==> src/rtl/fpcvt_pkg.sv <==
package fpcvt_pkg;
  typedef enum logic [1:0] {
    RM_NEAR = 2'b00,
    RM_DOWN = 2'b01,
    RM_UP   = 2'b10,
    RM_ZERO = 2'b11
  } rmode_e;

  typedef struct packed {
    logic nx;
    logic of;
    logic uf;
    logic nv;
  } fflags_t;
endpackage

==> src/rtl/fpcvt_widen.sv <==
module fpcvt_widen (
  input  logic [31:0]        a,
  output logic [63:0]        y,
  output fpcvt_pkg::fflags_t fl
);
  logic        sgn;
  logic [7:0]  ex;
  logic [22:0] fr;
  logic [4:0]  top;
  logic [22:0] fnorm;

  always_comb begin
    sgn = a[31];
    ex  = a[30:23];
    fr  = a[22:0];
    fl  = '0;
    // position of the highest set fraction bit, for subnormal inputs
    top = '0;
    for (int i = 0; i < 23; i++) if (fr[i]) top = 5'(i);
    fnorm = fr << (5'd23 - top);
    if (ex == 8'hFF) begin
      if (fr == '0) y = {sgn, 11'h7FF, 52'd0};
      else begin
        y     = {sgn, 11'h7FF, 1'b1, fr[21:0], 29'd0};
        fl.nv = ~fr[22];
      end
    end else if (ex == '0) begin
      if (fr == '0) y = {sgn, 63'd0};
      else          y = {sgn, 11'(top) + 11'd874, fnorm, 29'd0};
    end else begin
      y = {sgn, 11'(ex) + 11'd896, fr, 29'd0};
    end
  end
endmodule

==> src/rtl/fpcvt_narrow.sv <==
module fpcvt_narrow (
  input  logic [63:0]        a,
  input  fpcvt_pkg::rmode_e  rm,
  output logic [31:0]        y,
  output fpcvt_pkg::fflags_t fl
);
  import fpcvt_pkg::*;

  logic               sgn;
  logic [10:0]        ex, ex_eff;
  logic [51:0]        fr;
  logic [52:0]        sig;
  logic signed [12:0] tex, shf_full;
  logic [4:0]         shf;
  logic [84:0]        wide;
  logic [23:0]        kept;
  logic               rbit, sbit, inc, inf_ok, ovf;
  logic [7:0]         exp8;
  logic [30:0]        mag;

  always_comb begin
    sgn    = a[63];
    ex     = a[62:52];
    fr     = a[51:0];
    ex_eff = (ex == '0) ? 11'd1 : ex;
    sig    = {ex != '0, fr};
    tex    = $signed({2'b00, ex_eff}) - 13'sd896;
    shf_full = 13'sd1 - tex;
    if (tex >= 13'sd1)        shf = '0;
    else if (shf_full > 13'sd31) shf = 5'd31;
    else                      shf = shf_full[4:0];
    wide = {sig, 32'd0} >> shf;
    kept = wide[84:61];
    rbit = wide[60];
    sbit = |wide[59:0];
    unique case (rm)
      RM_NEAR: inc = rbit & (sbit | kept[0]);
      RM_DOWN: inc = (rbit | sbit) & sgn;
      RM_UP:   inc = (rbit | sbit) & ~sgn;
      default: inc = 1'b0;
    endcase
    exp8 = (tex >= 13'sd1) ? tex[7:0] : 8'd0;
    mag  = {exp8, kept[22:0]} + 31'(inc);
    ovf  = (tex >= 13'sd255) || (mag[30:23] == 8'hFF);
    inf_ok = (rm == RM_NEAR) || (rm == RM_UP && !sgn) || (rm == RM_DOWN && sgn);
    fl = '0;
    if (ex == 11'h7FF) begin
      if (fr == '0) y = {sgn, 8'hFF, 23'd0};
      else begin
        y     = {sgn, 8'hFF, 1'b1, fr[50:29]};
        fl.nv = ~fr[51];
      end
    end else if (ovf) begin
      y     = {sgn, inf_ok ? 31'h7F80_0000 : 31'h7F7F_FFFF};
      fl.of = 1'b1;
      fl.nx = 1'b1;
    end else begin
      y     = {sgn, mag};
      fl.nx = rbit | sbit;
      fl.uf = (tex <= 13'sd0) & (rbit | sbit);
    end
  end
endmodule

==> src/rtl/fpcvt_top.sv <==
module fpcvt_top #(
  parameter int LANES = 2
) (
  input  logic                 clk,
  input  logic                 rst_n,
  input  logic                 in_valid,
  output logic                 in_ready,
  input  logic [LANES*64-1:0]  in_opnd,
  input  logic [LANES*64-1:0]  in_keep,
  input  logic                 in_narrow,
  input  logic                 in_scalar,
  input  logic [1:0]           in_rmode,
  output logic                 out_valid,
  input  logic                 out_ready,
  output logic [LANES*64-1:0]  out_data,
  input  logic                 flag_clr,
  output logic                 flg_inexact,
  output logic                 flg_overflow,
  output logic                 flg_underflow,
  output logic                 flg_invalid
);
  import fpcvt_pkg::*;

  localparam int W = LANES * 64;

  logic [63:0] w_y [LANES];
  logic [31:0] n_y [LANES];
  fflags_t     w_fl [LANES];
  fflags_t     n_fl [LANES];
  logic [W-1:0] nxt_data;
  fflags_t      nxt_fl, sticky;
  logic         accept;

  for (genvar g = 0; g < LANES; g++) begin : g_lane
    fpcvt_widen u_wid (
      .a  (in_opnd[32*g +: 32]),
      .y  (w_y[g]),
      .fl (w_fl[g])
    );
    fpcvt_narrow u_nar (
      .a  (in_opnd[64*g +: 64]),
      .rm (rmode_e'(in_rmode)),
      .y  (n_y[g]),
      .fl (n_fl[g])
    );
  end

  always_comb begin
    nxt_fl = '0;
    if (in_scalar) begin
      nxt_data = in_keep;
      if (in_narrow) begin
        nxt_data[31:0] = n_y[0];
        nxt_fl         = n_fl[0];
      end else begin
        nxt_data[63:0] = w_y[0];
        nxt_fl         = w_fl[0];
      end
    end else begin
      nxt_data = '0;
      for (int i = 0; i < LANES; i++) begin
        if (in_narrow) begin
          nxt_data[32*i +: 32] = n_y[i];
          nxt_fl               = nxt_fl | n_fl[i];
        end else begin
          nxt_data[64*i +: 64] = w_y[i];
          nxt_fl               = nxt_fl | w_fl[i];
        end
      end
    end
  end

  assign in_ready = ~out_valid | out_ready;
  assign accept   = in_valid & in_ready;

  always_ff @(posedge clk or negedge rst_n) begin
    if (!rst_n) begin
      out_valid <= 1'b0;
      out_data  <= '0;
      sticky    <= '0;
    end else begin
      if (accept) begin
        out_valid <= 1'b1;
        out_data  <= nxt_data;
      end else if (out_ready) begin
        out_valid <= 1'b0;
      end
      sticky <= (flag_clr ? fflags_t'('0) : sticky) | (accept ? nxt_fl : fflags_t'('0));
    end
  end

  assign flg_inexact   = sticky.nx;
  assign flg_overflow  = sticky.of;
  assign flg_underflow = sticky.uf;
  assign flg_invalid   = sticky.nv;
endmodule

==> config.mk <==
export PLATFORM = sky130hd
export DESIGN_NAME = fpcvt_top
export DESIGN_NICKNAME = d
export VERILOG_FILES = /design/src/rtl/fpcvt_pkg.sv /design/src/rtl/fpcvt_widen.sv /design/src/rtl/fpcvt_narrow.sv /design/src/rtl/fpcvt_top.sv
export SDC_FILE = /design/constraint.sdc
export NUM_CORES = 1
export LEC_CHECK = 0
export CAP_MARGIN = 15
export CORE_ASPECT_RATIO = 0.75
export CORE_UTILIZATION = 59
export DETAILED_ROUTE_END_ITERATION = 12
export HOLD_SLACK_MARGIN = 0.05
export PLACE_DENSITY = 0.95
export SLEW_MARGIN = 20
export SYNTH_ARGS = -nofsm -noshare
export SYNTH_HDL_FRONTEND = slang
export SYNTH_HIERARCHICAL = 1
export SYNTH_SLANG_ARGS = --single-unit
==> constraint.sdc <==
create_clock -name clk -period 3.2 [get_ports clk]
set_clock_uncertainty 0.2 [all_clocks]
set_input_delay 0.96 -clock clk [delete_from_list [all_inputs] [get_ports clk]]
set_output_delay 0.96 -clock clk [all_outputs]
set_load 0.05 [all_outputs]
==> out/metrics.csv, run 1 <==
metric;value;unit
Die Span X;218;um
Main synth FF type;dfrtp_1;
register area share after synthesis;16.1;%
Row Count;59;
status;did not finish;
largest net degree at the start of global routing;98;
Post-synth EDFFs;0;
total gr overflow;3403;
hpwl dp;95500;um
Clock Path Buffers;2;
chip height;164;um
H-Tree Depth;4;
Final GP Congestion;1.39;
cells after synthesis;2741;
Port Buf Inserts;366;
Yosys cell types;127;
dpl ws;-5.25;ns
vias in the first global route;44200;
Mean Syn Cell Area;7.56;um2
Synth Warn #;6;
Yosys reg bits;133;
CTS Sinks;133;
TritonCTS Buffers;17;
Cell Area, Synth;20700;um2
error msg;[ERROR GRT-0116] Global routing finished with congestion. Check the congestion regions in the DRC Viewer.;
first-pass GRT wire length;288000;um
Post-synth ARST share;100;%
# IOs;399;
Stopped at;5_1_grt;
Root Buffer;clkbuf_16;
global-route usage over all layers;107;%
Initial Util;59.8;%
Post-Place Cells;4216;
cell usage after synthesis, drive strengths merged, types with 22 or more instances:
| cell | count | area [um2] |
|---|---|---|
| clkbuf | 103 | 388 |
| nor2 | 225 | 887 |
| and2 | 28 | 180 |
| nand4 | 37 | 246 |
| ha | 22 | 275 |
| nor4 | 76 | 522 |
| dfrtp | 133 | 3330 |
| o21ai | 118 | 591 |
| a21o | 26 | 195 |
| buf | 185 | 1330 |
| nand3 | 80 | 400 |
| a22oi | 91 | 698 |
| o22ai | 25 | 163 |
| xor2 | 26 | 228 |
| o211ai | 63 | 508 |
| o31ai | 26 | 228 |
| nor3 | 83 | 438 |
| a22o | 23 | 201 |
| mux2i | 134 | 1340 |
| xnor2 | 43 | 377 |
| a21oi | 352 | 1950 |
| a221o | 39 | 390 |
| a211oi | 39 | 308 |
| inv | 53 | 199 |
| nand2 | 222 | 846 |
| mux2 | 53 | 713 |
| a31oi | 35 | 253 |
per-stage QoR:
| stage | setup TNS (ns) | cell area [um2] | hold slack [ns] |
|---|---|---|---|
| after floorplan | -248.58 | 21500 | 0.464 |
| after global placement | -322.28 | 30700 | 0.276 |
| after detailed placement | -368.67 | 30700 | 0.295 |
| after CTS | -258.59 | 33300 | 0.234 |
routing by layer:
| metal | GRT usage [%] | GRT overflow |
|---|---|---|
| met3 | 92.0 | 293 |
| met2 | 129 | 2084 |
| met4 | 120 | 746 |
| met1 | 96.4 | 246 |
| met5 | 80.0 | 34 |
what timing repair did:
| item | CTS |
|---|---|
| gates resized for setup | 387 |
| endpoints found under the setup margin | 100 |
| pin swaps | 146 |
| hold buffers | 0 |
| hold endpoints to repair | 0 |
| setup buffers | 83 |
| gates cloned | 5 |
cells by family after synthesis:
| logic type | after synthesis | synth area share, % |
|---|---|---|
| other | 2 | 0.0363 |
| xor gates and xnor gates | 69 | 2.92 |
| muxes | 192 | 10.5 |
| adders and majority gates | 23 | 1.38 |
| and+or+nand+nor | 907 | 22.7 |
| DFF | 133 | 16.1 |
| buffers and inverters | 348 | 9.38 |
| AOI/OAI and AO/OA | 1067 | 37.1 |
==> run 2: changes to the inputs <==
- CORE_ASPECT_RATIO: 0.75 -> unset
- CORE_UTILIZATION: 59 -> 40
- HOLD_SLACK_MARGIN: 0.05 -> unset
- PLACE_DENSITY: 0.95 -> unset
- PLACE_DENSITY_LB_ADDON: unset -> 0.15
==> run 2 against run 1 <==
  * The flow now finishes, with violations (negative setup slack)
  * Synthesized cell count stayed put
  * Synthesized area did not move
==> out/metrics.csv, run 2 <==
metric;value;unit;change
Leak;16.0;nW;
terminus of the critical flop-to-flop path;out_data[29];;
NumNets Final;4389;;
Final GP Congestion;1.07;;was 1.39
reg2reg setup slack;1.36;ns;
reg-to-reg startpoint;out_valid;;
final period utilization;228;%;
Metal-1 WL;48100;um;
CTS Sinks;133;;unchanged
worst setup path category;primary input to register;;
Fin. Hold Viols;0;;
# IOs;399;;unchanged
Clock Path Buffers;2;;unchanged
Final min period;7.29;ns;
clk slew on worst S/H paths;0.07;ns;
Largest Register;out_data;;
XOR/XNOR Fraction of Synth Area;2.92;%;unchanged
Comb pwr share;64.3;%;
VDD IR max;0.486;mV;
Rel. slew slack;22.1;%;
cells after synthesis;2741;;unchanged
Synth Warn #;6;;unchanged
Post-DRT Antenna Nets;0;;
fmax;0.137;GHz;
endpoints failing setup;99;;
status;complete, but fails checks;;was did not finish
failing checks;negative setup slack;;
worst r2r path cells;4;;
Setup crit end kind;register;;
wire per inst;26.3;um;
Initial Util;40.5;%;was 59.8%
most common cell after layout, fill and taps aside;buf_4;;
switching power;5.46;mW;
Crit. Startpoint;in_opnd[58];;
H-Tree Depth;4;;unchanged
largest net degree at the start of global routing;98;;
Port Buf Inserts;366;;unchanged
TritonCTS clock tree;yes;;
total number of vias;31400;;
Post-Synth Simple-Gate Area;22.7;%;unchanged
P&R area growth vs syn;79.6;%;
largest family of logic cells by synthesized area;compound AO/OA/AOI/OAI gates;;unchanged
max reg flops;128;;
register area share after synthesis;16.1;%;unchanged
post-synthesis adder-cell area fraction;1.38;%;unchanged
Setup crit start kind;primary input;;
vias in the first global route;30100;;
Post-synth ARST share;100;%;unchanged
Seq. cell area;3330;um2;
most frequent cells in the layout;1007 x buf_4, 295 x clkdlybuf4s50_1, 271 x a21oi_1, 196 x nand2_1, 188 x nor2_1;;
DRT Wirelength;126000;um;
multi-input logic area;18200;um2;
first-pass GRT wire length;181000;um;
Max stage delay on crit path;0.39;ns;
TritonCTS Buffers;17;;unchanged
routed wl met2;55200;um;
Clock power frac;17.5;%;
synth cell count leaders;303 x a21oi_1, 219 x nand2_1, 214 x nor2_1, 134 x mux2i_1, 133 x dfrtp_1;;unchanged
Req. time, crit path;3.40;ns;
DR WL met3;13800;um;
largest cells by area after synthesis;dfrtp_1 16%, a21oi_1 7.3%, mux2i_1 6.5%;;unchanged
count leader, synth;a21oi_1;;unchanged
vias per std cell;6.55;;
chip height;230;um;was 164 um
dominant cell type by area after synthesis;dfrtp_1;;unchanged
Internal Pwr Total;6.49;mW;
Critical Path AT;7.49;ns;
Yosys cell types;127;;unchanged
Slew Viols, Final;0;;
initial DRC count;4029;;
Yosys reg bits;133;;unchanged
global-route usage over all layers;44.2;%;
antenna violations before repair;5;;
Net Sw Frac;45.7;%;
Hold WS;0.268;ns;
Main synth FF type;dfrtp_1;;unchanged
Critical Path Fanout Max;7;;
Die Span X;230;um;was 218 um
drt drc;0;;
Top Layer Used;met5;;
Final WS setup;-4.09;ns;
multiplexer share of the synthesized area;10.5;%;unchanged
share of the synthesized area in the top cell type;16.1;%;unchanged
worst skew pair latency;0.47;ns;
Mean Syn Cell Area;7.56;um2;unchanged
total gr overflow;0;;
compound-cell area share of the yosys netlist;37.1;%;unchanged
Worst-Margin Slew;1.17;ns;
Worst path slowest cell;o41ai_4;;
dpl ws;-4.93;ns;was -5.25 ns
fraction of layout cells with a size suffix above 1;44.7;%;
Row Count;83;;was 59
pwr dens;322;nW/um2;
Post-synth EDFFs;0;;unchanged
worst min path class;primary input to asynchronous set/reset pin;;
Filler cells;3669;;
Die ar.;52700;um2;
Cell Area, Synth;20700;um2;unchanged
Max-Cap Viols;0;;
RSZ-0062 raised after global routing;yes;;
hpwl dp;90800;um;was 95500 um
Core ar.;51200;um2;
length of the first detailed-routing pass in iterations;6;;
Sequential Power Share;18.2;%;
Root Buffer;clkbuf_16;;unchanged
-- run 2: worst max path at each step --
| stage | end | slack, ns | cells past startpoint |
|---|---|---|---|
| 3_5_place_dp | out_data[14] | -4.93 | 28 |
| 3_3_place_gp | out_data[14] | -4.86 | 30 |
| 5_1_grt | out_data[16] | -4.29 | 32 |
| 2_1_floorplan | out_data[52] | -4.12 | 32 |
| 6_report | out_data[4] | -4.09 | 33 |
| 4_1_cts | out_data[53] | -3.62 | 31 |
-- run 2: cell type report --
| cell class | count | area share [%] |
|---|---|---|
| timing repair buffer | 1568 | 37.5 |
| clock inverter | 14 | 0.451 |
| antenna | 1 | 0.00673 |
| inverter | 60 | 0.663 |
| tap | 680 | 2.29 |
| multi-input combinational | 2322 | 49.0 |
| sequential | 133 | 8.95 |
| clock buffer | 18 | 1.18 |
-- run 2: what timing repair did --
action | in CTS | in global routing
setup endpoints to repair | 100 | 100
pin swaps | 242 | 173
setup buffers | 146 | 72
gates cloned | 8 | 2
resized for setup | 610 | 217
hold buffers | 0 | 0
-- run 2: critical path: cells and delay by family --
kind	cells	cell delay (ns)
buffers and inverters	9	1.53
and+or+nand+nor	6	1.34
AOI/OAI and AO/OA	15	3.18
adders and majority gates	1	0.21
muxes	1	0.10
xor gates and xnor gates	1	0.15
-- run 2: routing by layer --
layer | vias up | global-route usage [%]
met4 | 4 | 23.6
li1 | 13200 | -
met3 | 702 | 9.59
met1 | 15000 | 56.0
met5 | - | 0
met2 | 2486 | 69.7
-- run 2: metrics by stage --
stage / setup TNS, ns / utilization (%) / instances / instance area (um2) / power (mW)
4_1_cts: -237.56 / 69.9 / 4730 / 35800 / 11.4
5_1_grt: -270.46 / 72.6 / 4795 / 37200 / 12.3
6_report: -258.70 / 72.6 / 4796 / 37200 / 12.0
2_1_floorplan: -248.58 / - / 2803 / 21500 / 5.69
3_5_place_dp: -347.82 / 62.5 / 4550 / 32000 / 8.79
3_3_place_gp: -338.56 / 62.5 / 4550 / 32000 / 8.71
-- run 2: cells by family after synthesis --
logic type / count (synthesis)
AOI/OAI and AO/OA: 1067
and+or+nand+nor: 907
buffers and inverters: 348
muxes: 192
DFF: 133
xor gates and xnor gates: 69
adders and majority gates: 23
other: 2
-- run 2: power by group through the flow --
stage                     combinational, mW  clock (mW)  sequential, mW
final                                  7.68        2.10            2.18
after detailed placement               6.62           0            2.18
after global routing                   7.93        2.17            2.19
after floorplan                        2.57           0            3.12
after global placement                 6.55           0            2.16
after CTS                              7.15        2.09            2.16
No activity file was read; power rests on OpenSTA's default activity.
